**src/rtl/pwm_ns_pkg.sv**
```systemverilog
package pwm_ns_pkg;
  // Reset value of tap stage i: alternating ones and zeros, bit 0 set.
  function automatic logic alt_bit(input int i);
    return (i % 2) == 0;
  endfunction
endpackage

```
**src/rtl/pwm_ns_shaper.sv**
```systemverilog
// Second-order error-feedback shaper with a saturating duty quantizer.
// Updated once per frame; no multipliers (x7 = x8 - x1, x2 = shift).
module pwm_ns_shaper #(
  parameter int DATA_W    = 16,
  parameter int FRAME_LEN = 14,
  parameter int FRAC_W    = 8,
  parameter int DUTY_W    = 4
) (
  input  logic              clk,
  input  logic              rst,
  input  logic              adv,
  input  logic [DATA_W-1:0] samp,
  output logic [DUTY_W-1:0] duty
);
  localparam int VW    = FRAC_W + 6;
  localparam int SHIFT = DATA_W - 1 - FRAC_W;
  localparam int MID   = FRAME_LEN / 2;
  localparam logic signed [VW-1:0] HALF_V = VW'(2 ** (FRAC_W - 1));
  localparam logic signed [VW-1:0] ONE_V  = VW'(2 ** FRAC_W);
  localparam logic signed [VW-1:0] QMAX   = VW'(MID);
  localparam logic signed [VW-1:0] QMIN   = -QMAX;

  logic signed [DATA_W+2:0] s_ext, s7, s7_sh;
  logic signed [VW-1:0] xv, yv, yr, qi, qc, qv, er, ec, dsum;
  logic signed [VW-1:0] e1_q, e2_q;
  logic [DUTY_W-1:0]    duty_q;

  always_comb begin
    s_ext = {{3{samp[DATA_W-1]}}, samp};
    s7    = (s_ext <<< 3) - s_ext;
    s7_sh = s7 >>> SHIFT;
    xv    = s7_sh[VW-1:0];
    yv    = xv - (e1_q <<< 1) + e2_q;
    yr    = yv + HALF_V;
    qi    = yr >>> FRAC_W;
    if (qi > QMAX)      qc = QMAX;
    else if (qi < QMIN) qc = QMIN;
    else                qc = qi;
    qv    = qc <<< FRAC_W;
    er    = qv - yv;
    if (er > ONE_V)       ec = ONE_V;
    else if (er < -ONE_V) ec = -ONE_V;
    else                  ec = er;
    dsum  = qc + QMAX;
  end

  always_ff @(posedge clk) begin
    if (rst) begin
      e1_q   <= '0;
      e2_q   <= '0;
      duty_q <= DUTY_W'(MID);
    end else if (adv) begin
      e2_q   <= e1_q;
      e1_q   <= ec;
      duty_q <= dsum[DUTY_W-1:0];
    end
  end

  assign duty = duty_q;
endmodule

```
**src/rtl/pwm_ns_framer.sv**
```systemverilog
// Frame counter, sample capture handshake and high-first pulse bit.
module pwm_ns_framer #(
  parameter int DATA_W    = 16,
  parameter int FRAME_LEN = 14,
  parameter int DUTY_W    = 4
) (
  input  logic              clk,
  input  logic              rst,
  input  logic [DATA_W-1:0] in_data,
  input  logic              in_valid,
  input  logic [DUTY_W-1:0] duty,
  output logic              in_ready,
  output logic              frame_strb,
  output logic [DATA_W-1:0] samp,
  output logic              adv,
  output logic              pwm_bit
);
  localparam int CW   = $clog2(FRAME_LEN);
  localparam int LAST = FRAME_LEN - 1;

  logic [CW-1:0]     cnt_q;
  logic              ready_q, strb_q;
  logic [DATA_W-1:0] samp_q;
  logic [DUTY_W-1:0] cnt_ext;

  assign adv     = (cnt_q == CW'(LAST));
  assign cnt_ext = DUTY_W'(cnt_q);
  assign pwm_bit = (cnt_ext < duty);

  always_ff @(posedge clk) begin
    if (rst) begin
      cnt_q   <= '0;
      ready_q <= 1'b0;
      strb_q  <= 1'b0;
      samp_q  <= '0;
    end else begin
      cnt_q   <= adv ? '0 : cnt_q + 1'b1;
      ready_q <= (cnt_q == CW'(LAST - 1));
      strb_q  <= (cnt_q == '0);
      if (ready_q && in_valid) samp_q <= in_data;
    end
  end

  assign in_ready   = ready_q;
  assign frame_strb = strb_q;
  assign samp       = samp_q;
endmodule

```
**src/rtl/pwm_ns_tapline.sv**
```systemverilog
// Equal-weight FIR DAC tap line with separately registered complements.
module pwm_ns_tapline #(
  parameter int TAPS = 14
) (
  input  logic            clk,
  input  logic            rst,
  input  logic            din,
  output logic [TAPS-1:0] tap_p,
  output logic [TAPS-1:0] tap_n
);
  logic [TAPS-1:0] p_q, n_q, nxt;

  for (genvar i = 0; i < TAPS; i++) begin : g_stage
    localparam logic RV = pwm_ns_pkg::alt_bit(i);
    if (i == 0) begin : g_head
      assign nxt[i] = din;
    end else begin : g_body
      assign nxt[i] = p_q[i-1];
    end
    always_ff @(posedge clk) begin
      if (rst) begin
        p_q[i] <= RV;
        n_q[i] <= ~RV;
      end else begin
        p_q[i] <= nxt[i];
        n_q[i] <= ~nxt[i];
      end
    end
  end

  assign tap_p = p_q;
  assign tap_n = n_q;
endmodule

```
**src/rtl/pwm_ns_dac.sv**
```systemverilog
module pwm_ns_dac #(
  parameter int DATA_W    = 16,
  parameter int FRAME_LEN = 14,
  parameter int TAPS      = 14,
  parameter int FRAC_W    = 8
) (
  input  logic              clk,
  input  logic              rst,
  input  logic [DATA_W-1:0] in_data,
  input  logic              in_valid,
  output logic              in_ready,
  output logic [TAPS-1:0]   tap_p,
  output logic [TAPS-1:0]   tap_n,
  output logic              frame_strb
);
  localparam int DUTY_W = $clog2(FRAME_LEN + 1);

  logic [DATA_W-1:0] samp;
  logic [DUTY_W-1:0] duty;
  logic              adv, pwm_bit;

  pwm_ns_framer #(.DATA_W(DATA_W), .FRAME_LEN(FRAME_LEN), .DUTY_W(DUTY_W)) framer_i (
    .clk(clk), .rst(rst), .in_data(in_data), .in_valid(in_valid), .duty(duty),
    .in_ready(in_ready), .frame_strb(frame_strb), .samp(samp), .adv(adv),
    .pwm_bit(pwm_bit)
  );

  pwm_ns_shaper #(.DATA_W(DATA_W), .FRAME_LEN(FRAME_LEN), .FRAC_W(FRAC_W),
                  .DUTY_W(DUTY_W)) shaper_i (
    .clk(clk), .rst(rst), .adv(adv), .samp(samp), .duty(duty)
  );

  pwm_ns_tapline #(.TAPS(TAPS)) taps_i (
    .clk(clk), .rst(rst), .din(pwm_bit), .tap_p(tap_p), .tap_n(tap_n)
  );
endmodule

```
**config.mk**
```make
export PLATFORM = sky130hd
export DESIGN_NAME = pwm_ns_dac
export DESIGN_NICKNAME = d
export VERILOG_FILES = /design/src/rtl/pwm_ns_pkg.sv /design/src/rtl/pwm_ns_shaper.sv /design/src/rtl/pwm_ns_framer.sv /design/src/rtl/pwm_ns_tapline.sv /design/src/rtl/pwm_ns_dac.sv
export SDC_FILE = /design/constraint.sdc
export NUM_CORES = 1
export LEC_CHECK = 0
export BUFFER_PORTS_ARGS = -buffer_cell sky130_fd_sc_hd__buf_2
export CAP_MARGIN = 5
export CELL_PAD_IN_SITES_DETAIL_PLACEMENT = 0
export CELL_PAD_IN_SITES_GLOBAL_PLACEMENT = 1
export CORE_AREA = 8 8 115 117
export CTS_CLUSTER_DIAMETER = 120
export DETAILED_ROUTE_END_ITERATION = 16
export DIE_AREA = 0 0 123 125
export HOLD_SLACK_MARGIN = 0.03
export PLACE_DENSITY_LB_ADDON = 0.12
export RECOVER_POWER = 50
export SYNTH_ARGS = -nofsm -noshare
export SYNTH_HDL_FRONTEND = slang
export SYNTH_SLANG_ARGS = --single-unit
```
**constraint.sdc**
```tcl
create_clock -name clk -period 17.8 [get_ports clk]
set_input_delay 0.89 -clock clk [delete_from_list [all_inputs] [get_ports clk]]
set_output_delay 0.89 -clock clk [all_outputs]
set_load 0.05 [all_outputs]
```
## Word level (Yosys, flattened, before mapping)

Cells that the tools add are included.

| word-level totals | value |
|---|---|
| register bits after elaboration | 82 |
| latch bits | 0 |
| memory bits (writable) | 0 |
| memory bits (read-only) | 0 |
| bits of input ports | 19 |
| output and inout port bits | 30 |
| memories kept | 0 |

| operators by class | value |
|---|---|
| add/sub/neg operators | 7 |
| $mul | 0 |
| divide/modulo/power cells | 0 |
| $lt $le $gt $ge | 5 |
| equal/unequal tests | 2 |
| shifts and indexed selects | 0 |
| muxes and demuxes | 4 |
| bitwise logic cells | 14 |
| reductions and logical operators | 3 |

Operators by type and width:

| cell | number |
|---|---|
| $mux 14 | 2 |
| $sub 19x16->19 | 1 |
| $add 14x14->14 | 1 |
| $add 14x9->14 const B | 1 |
| $gt 14x10->1 const B | 1 |
| $lt 14x9->1 const B | 1 |
| $not 1->1 | 14 |
| $sub 12x14->14 | 1 |
| $sub 14x14->14 | 1 |
| $mux 6 | 2 |
| $eq 4x4->1 const B | 2 |
| $gt 6x4->1 const B | 1 |
| $lt 6x4->1 const B | 1 |
| $add 4x1->4 const B | 1 |
| $add 4x4->4 const B | 1 |
| $logic_not 4->1 | 1 |
| $lt 4x4->1 | 1 |
| $reduce_or 2->1 | 1 |
| $logic_and 1x1->1 | 1 |

## Longest topological paths before layout

| depth | value |
|---|---|
| word-level depth | 11 |
| gate-level depth with buffers | 38 |
| depth with buffers taken out | 36 |

## Cells and area by module

From an unflattened synthesis, not the netlist that was laid out.

| unflattened totals | value |
|---|---|
| cells, all modules | 639 |
| area, all modules | 5446.5 um^2 |

Modules (own cells, without submodules):

| module | times used | cells an instance | area each (um^2) | seq. area each (um^2) |
|---|---|---|---|---|
| pwm_ns_shaper | 1 | 473 | 3809.9 | 640.6 |
| pwm_ns_framer | 1 | 107 | 874.6 | 440.4 |
| pwm_ns_tapline | 1 | 59 | 762.0 | 560.5 |

## Worst setup path before layout

No wires, ideal clock.

| timing | value |
|---|---|
| path kind | reg-to-reg |
| start point | reg framer_i.samp_q[3], in the netlist framer_i.samp[3] |
| end point | reg shaper_i.e1_q[8] |
| library setup time | 0.079 ns |
| arrival time | 7.950 ns |
| slack | 9.770 ns |
| stages on the path, launching flop included | 37 |
| buffers on the path | 2 |
| path through | dfxtp_1 inv_1 ha_1 or4b_4 a211oi_4 a21o_2 a21o_1 a21oi_1 o21bai_1 a21oi_1 xnor2_1 fa_1 inv_1 ha_1 buf_2 a2111o_1 o21a_1 xor2_1 ha_1 nand4_1 or4b_1 nor2_2 xnor2_1 nor3_1 o21ai_0 nand2_1 ha_1 nor3b_1 a32oi_1 a311oi_1 a221oi_1 nor2_1 a2111oi_2 a211o_1 buf_4 nor3_2 a211oi_2 |

| between the ends | value |
|---|---|
| word-level cells in the longest chain between the ends | 11 |

Ends and longest elaborated chain:

| item | line | source |
|---|---|---|
| start: declaration | pwm_ns_framer.sv:23 | `logic [DATA_W-1:0] samp_q;` |
| start signal: assignment | pwm_ns_framer.sv:40 | `if (ready_q && in_valid) samp_q <= in_data;` |
| $sub 19x16->19 * | pwm_ns_shaper.sv:30 | `s7 = (s_ext <<< 3) - s_ext;` |
| $sub 12x14->14 * | pwm_ns_shaper.sv:33 | `yv = xv - (e1_q <<< 1) + e2_q;` |
| $add 14x14->14 * | pwm_ns_shaper.sv:33 |  |
| $add 14x9->14 | pwm_ns_shaper.sv:34 | `yr = yv + HALF_V;` |
| $lt 6x4->1 | pwm_ns_shaper.sv:37 | `else if (qi < QMIN) qc = QMIN;` |
| $mux 6 | pwm_ns_shaper.sv:37 |  |
| $mux 6 | pwm_ns_shaper.sv:36 | `if (qi > QMAX) qc = QMAX;` |
| $sub 14x14->14 * | pwm_ns_shaper.sv:40 | `er = qv - yv;` |
| $lt 14x9->1 | pwm_ns_shaper.sv:42 | `else if (er < -ONE_V) ec = -ONE_V;` |
| $mux 14 | pwm_ns_shaper.sv:42 |  |
| $mux 14 * | pwm_ns_shaper.sv:41 | `if (er > ONE_V) ec = ONE_V;` |
| end signal: assignment | pwm_ns_shaper.sv:49 | `e1_q <= '0;` |
| end signal: assignment | pwm_ns_shaper.sv:54 | `e1_q <= ec;` |
| end: declaration | pwm_ns_shaper.sv:25 | `logic signed [VW-1:0] e1_q, e2_q;` |

Every way passes the cells marked *; elsewhere a longest branch is shown, timed or not.
A chain may end at the register's enable or synchronous reset.

## Final worst setup path

Ends and elaborated chain as after synthesis.

==> results.cfg <==
[timing]
finalSetupViolCount = 0
worstMarginPinSlew_ns = 2.725
slew_violations = 60
max_slew_margin_pct = -81.66
fin_crit_sh_pct = 51.35
period_needed_ns = 9.140
rsz0062_at_grt = no
setup_tns_ns = 0
skew_ns = 0.004901
hold_viol_final = 0
max_freq_mhz = 109.4

[layout]
fin_nets = 775
final_area_mm2 = 0.006033
syn_to_final_growth_pct = 11.59
multi_input_area_mm2 = 0.003377
n_fill_cell = 1152
insertedDiodeCount = 0
seqCellArea_mm2 = 0.001642
layout.cells.non_filler = 854
final_core_util_pct = 51.96
drive_gt1_share_pct = 12.45

[worst_setup_path]
rrSetupSlack_ns = 8.66
crit_path_start_kind = register
startpoint = framer_i.samp[3]
reg2reg_to = shaper_i.e1_q[8]
critPathMaxStageDelay_ns = 0.66
crit_arrival_ns = 9.24
crit_path_end_kind = register
slowest_stage = or4b_1
r2r-start = framer_i.samp[3]
crit_type = register to register
cp_common_cell = ha_1
r2r_cells = 34
path_max_fanout = 11
required_ns = 17.90

[route]
drt_pass1_iterations = 4
via_count = 4628
drt_iter0_drc = 197
wirelength_mm = 12.80
viasPerCell = 5.419
drc = 0
ant_nets = 0
wl_per_cell_um = 14.98

[placed_design]
dp.cells = 838
port_buffers = 48
place_hpwl_mm = 9.861
finalWeightedCongestion = 0.8501
placed_area_mm2 = 0.005728

[grt]
grt_first_pass_wirelength_mm = 21.52
grt_pass1_vias = 4584
antenna_found_initial = 0
grt_usage_pct = 17.27
grt_util_met3_pct = 3.420
gr-total-overflow = 0
gr-usage-met2_pct = 27.55
grt-busiest-layer = met2
grt_max_degree = 60
met1_usage_pct = 22.20

[power]
switching_share_pct = 30.03
intPower_w = 0.0003268
power_density_mw_per_mm2 = 77.41
p_clk_share_pct = 42.3
power_frac_seq_pct = 40.8
p_comb_share_pct = 16.9
power_leakage_nw = 2.610
vdd_drop_max_uv = 68.11
switching_power_w = 0.0001403

[yosys]
syn_area_mm2 = 0.005406
yosys_warnings = 0
syn_nets = 737
synth-edff-count = 0
synth.ff_latch_count = 82
synth_cells = 664
synth-seq-area-share_pct = 30.36
syn_avg_cell_area_um2 = 8.142
ys.flop_type = dfxtp_1
synth_cell_types = 80
synthArstFlopShare_pct = 0

[cts]
post_cts_buffers = 0
root_buffer = clkbuf_16
cts_tree = yes
cts_max_path_buffers = 2
numCtsBuffers = 9
holdBufCountCts = 0
cts.sinks = 82
htreeDepth = 3
post_cts_resized = 0
clkSlewWorstSetupHoldPaths_ns = 0.07
worstSkewPairLatency_ns = 0.34

[floorplan]
core_mm2 = 0.01161
floorplan.die_area_mm2 = 0.01538
rows = 40
fp.dieW_um = 123
die_h_um = 125
io_pins = 49
start_util_pct = 46.56

[run_status]
violations = max-capacitance violations, max-slew violations
outcome = finished with violations

[hold_path]
hold_class = register to register
hold_depth = 1
min_to = taps_i.tap_p[4]
hp-start = taps_i.tap_p[3]

[run]
max_cap_violations = 1
## cell usage after synthesis, types with 8 or more instances
library cell / count / area, um2
a21o_1: 8 / 60.06
a21oi_1: 52 / 260.3
clkbuf_1: 15 / 56.30
dfxtp_1: 82 / 1642
fa_1: 12 / 240.2
ha_1: 42 / 525.5
inv_1: 72 / 270.3
nand2_1: 99 / 371.6
nand3_1: 28 / 140.1
nand4_1: 11 / 68.82
nor2_1: 35 / 131.4
nor2b_1: 12 / 75.07
nor3_1: 16 / 80.08
o21ai_0: 16 / 80.08
or2_2: 8 / 50.05
xnor2_1: 20 / 175.2
xor2_1: 10 / 87.58
## stage by stage
| step | worst slack [ns] | hold slack, ns | power [W] |
|---|---|---|---|
| 3_3_place_gp | 8.923 | 0.4248 | 0.0002735 |
| 5_1_grt | 7.853 | 0.4707 | 0.0004853 |
| 6_report | 8.660 | 0.4503 | 0.0004671 |
| 2_1_floorplan | 9.770 | 0.4227 | 0.0002609 |
| 4_1_cts | 8.707 | 0.4523 | 0.0004718 |
| 3_5_place_dp | 8.747 | 0.4319 | 0.0002733 |
## layer usage
layer / routed length [um] / share of wire, %
met5: 0 / 0
met4: 272 / 2.1
met3: 479 / 3.7
met1: 6256 / 49
met2: 5789 / 45
## worst max-delay path by stage
stage / end / depth (start not counted)
finish: shaper_i.e1_q[8] / 34
CTS: shaper_i.e1_q[6] / 34
detailed placement: shaper_i.e1_q[0] / 34
floorplan: shaper_i.e1_q[8] / 36
global route: shaper_i.e1_q[8] / 34
global placement: shaper_i.e1_q[1] / 34
## placed cells by master (no fill, tap or decap), types with 16 or more instances in the layout
master / instances
a21oi_1: 52
buf_2: 41
dfxtp_1: 82
ha_1: 42
inv_1: 72
nand2_1: 99
nand3_1: 28
nor2_1: 35
nor3_1: 16
o21ai_0: 16
xnor2_1: 20
## state kept, by name (all words and copies together) (netlist names)
register / flops
framer_i.samp: 16
shaper_i.e1_q: 14
shaper_i.e2_q: 14
taps_i.tap_n: 14
taps_i.tap_p: 14
framer_i.cnt_ext: 4
shaper_i.duty: 4
framer_i.frame_strb: 1
framer_i.in_ready: 1
## worst max-delay path, delay by kind of cell, from the launching register on
family	cells	cell delay, ns
simple gates	9	2.23
flops	1	0.35
fa+ha+maj	5	1.87
xor+xnor	3	0.62
compound gates	15	3.73
buf+inv	2	0.09
## final cells by class
cell class | instances | share of cell area [%]
clock inverters | 7 | 1.535
repair buffers | 50 | 4.023
multi-input cells | 487 | 55.97
clock buffers | 9 | 3.733
well taps | 147 | 3.049
flip-flops and latches | 82 | 27.21
inverters | 72 | 4.479
## power groups by stage
stage	Clock [W]	Sequential, W	Combinational [W]
2_1_floorplan	0	0.000210	0.0000513
3_3_place_gp	0	0.000194	0.0000792
3_5_place_dp	0	0.000194	0.0000788
4_1_cts	0.000202	0.000190	0.0000795
5_1_grt	0.000209	0.000191	0.0000853
6_report	0.000198	0.000190	0.0000790
## logic make-up (layout without fill, tap and decap cells)
kind of cell	after synthesis	in the layout	synth area share, %
flip-flops	82	82	30.36
adder cells (fa/ha/maj)	54	54	14.16
AO/OA/AOI/OAI	142	142	18.61
multiplexers	3	3	0.6017
buffers and inverters	95	138	7.174
AND/OR/NAND/NOR	257	257	23.81
XOR/XNOR	31	31	5.276
No activity file was read; power rests on OpenSTA's default activity.
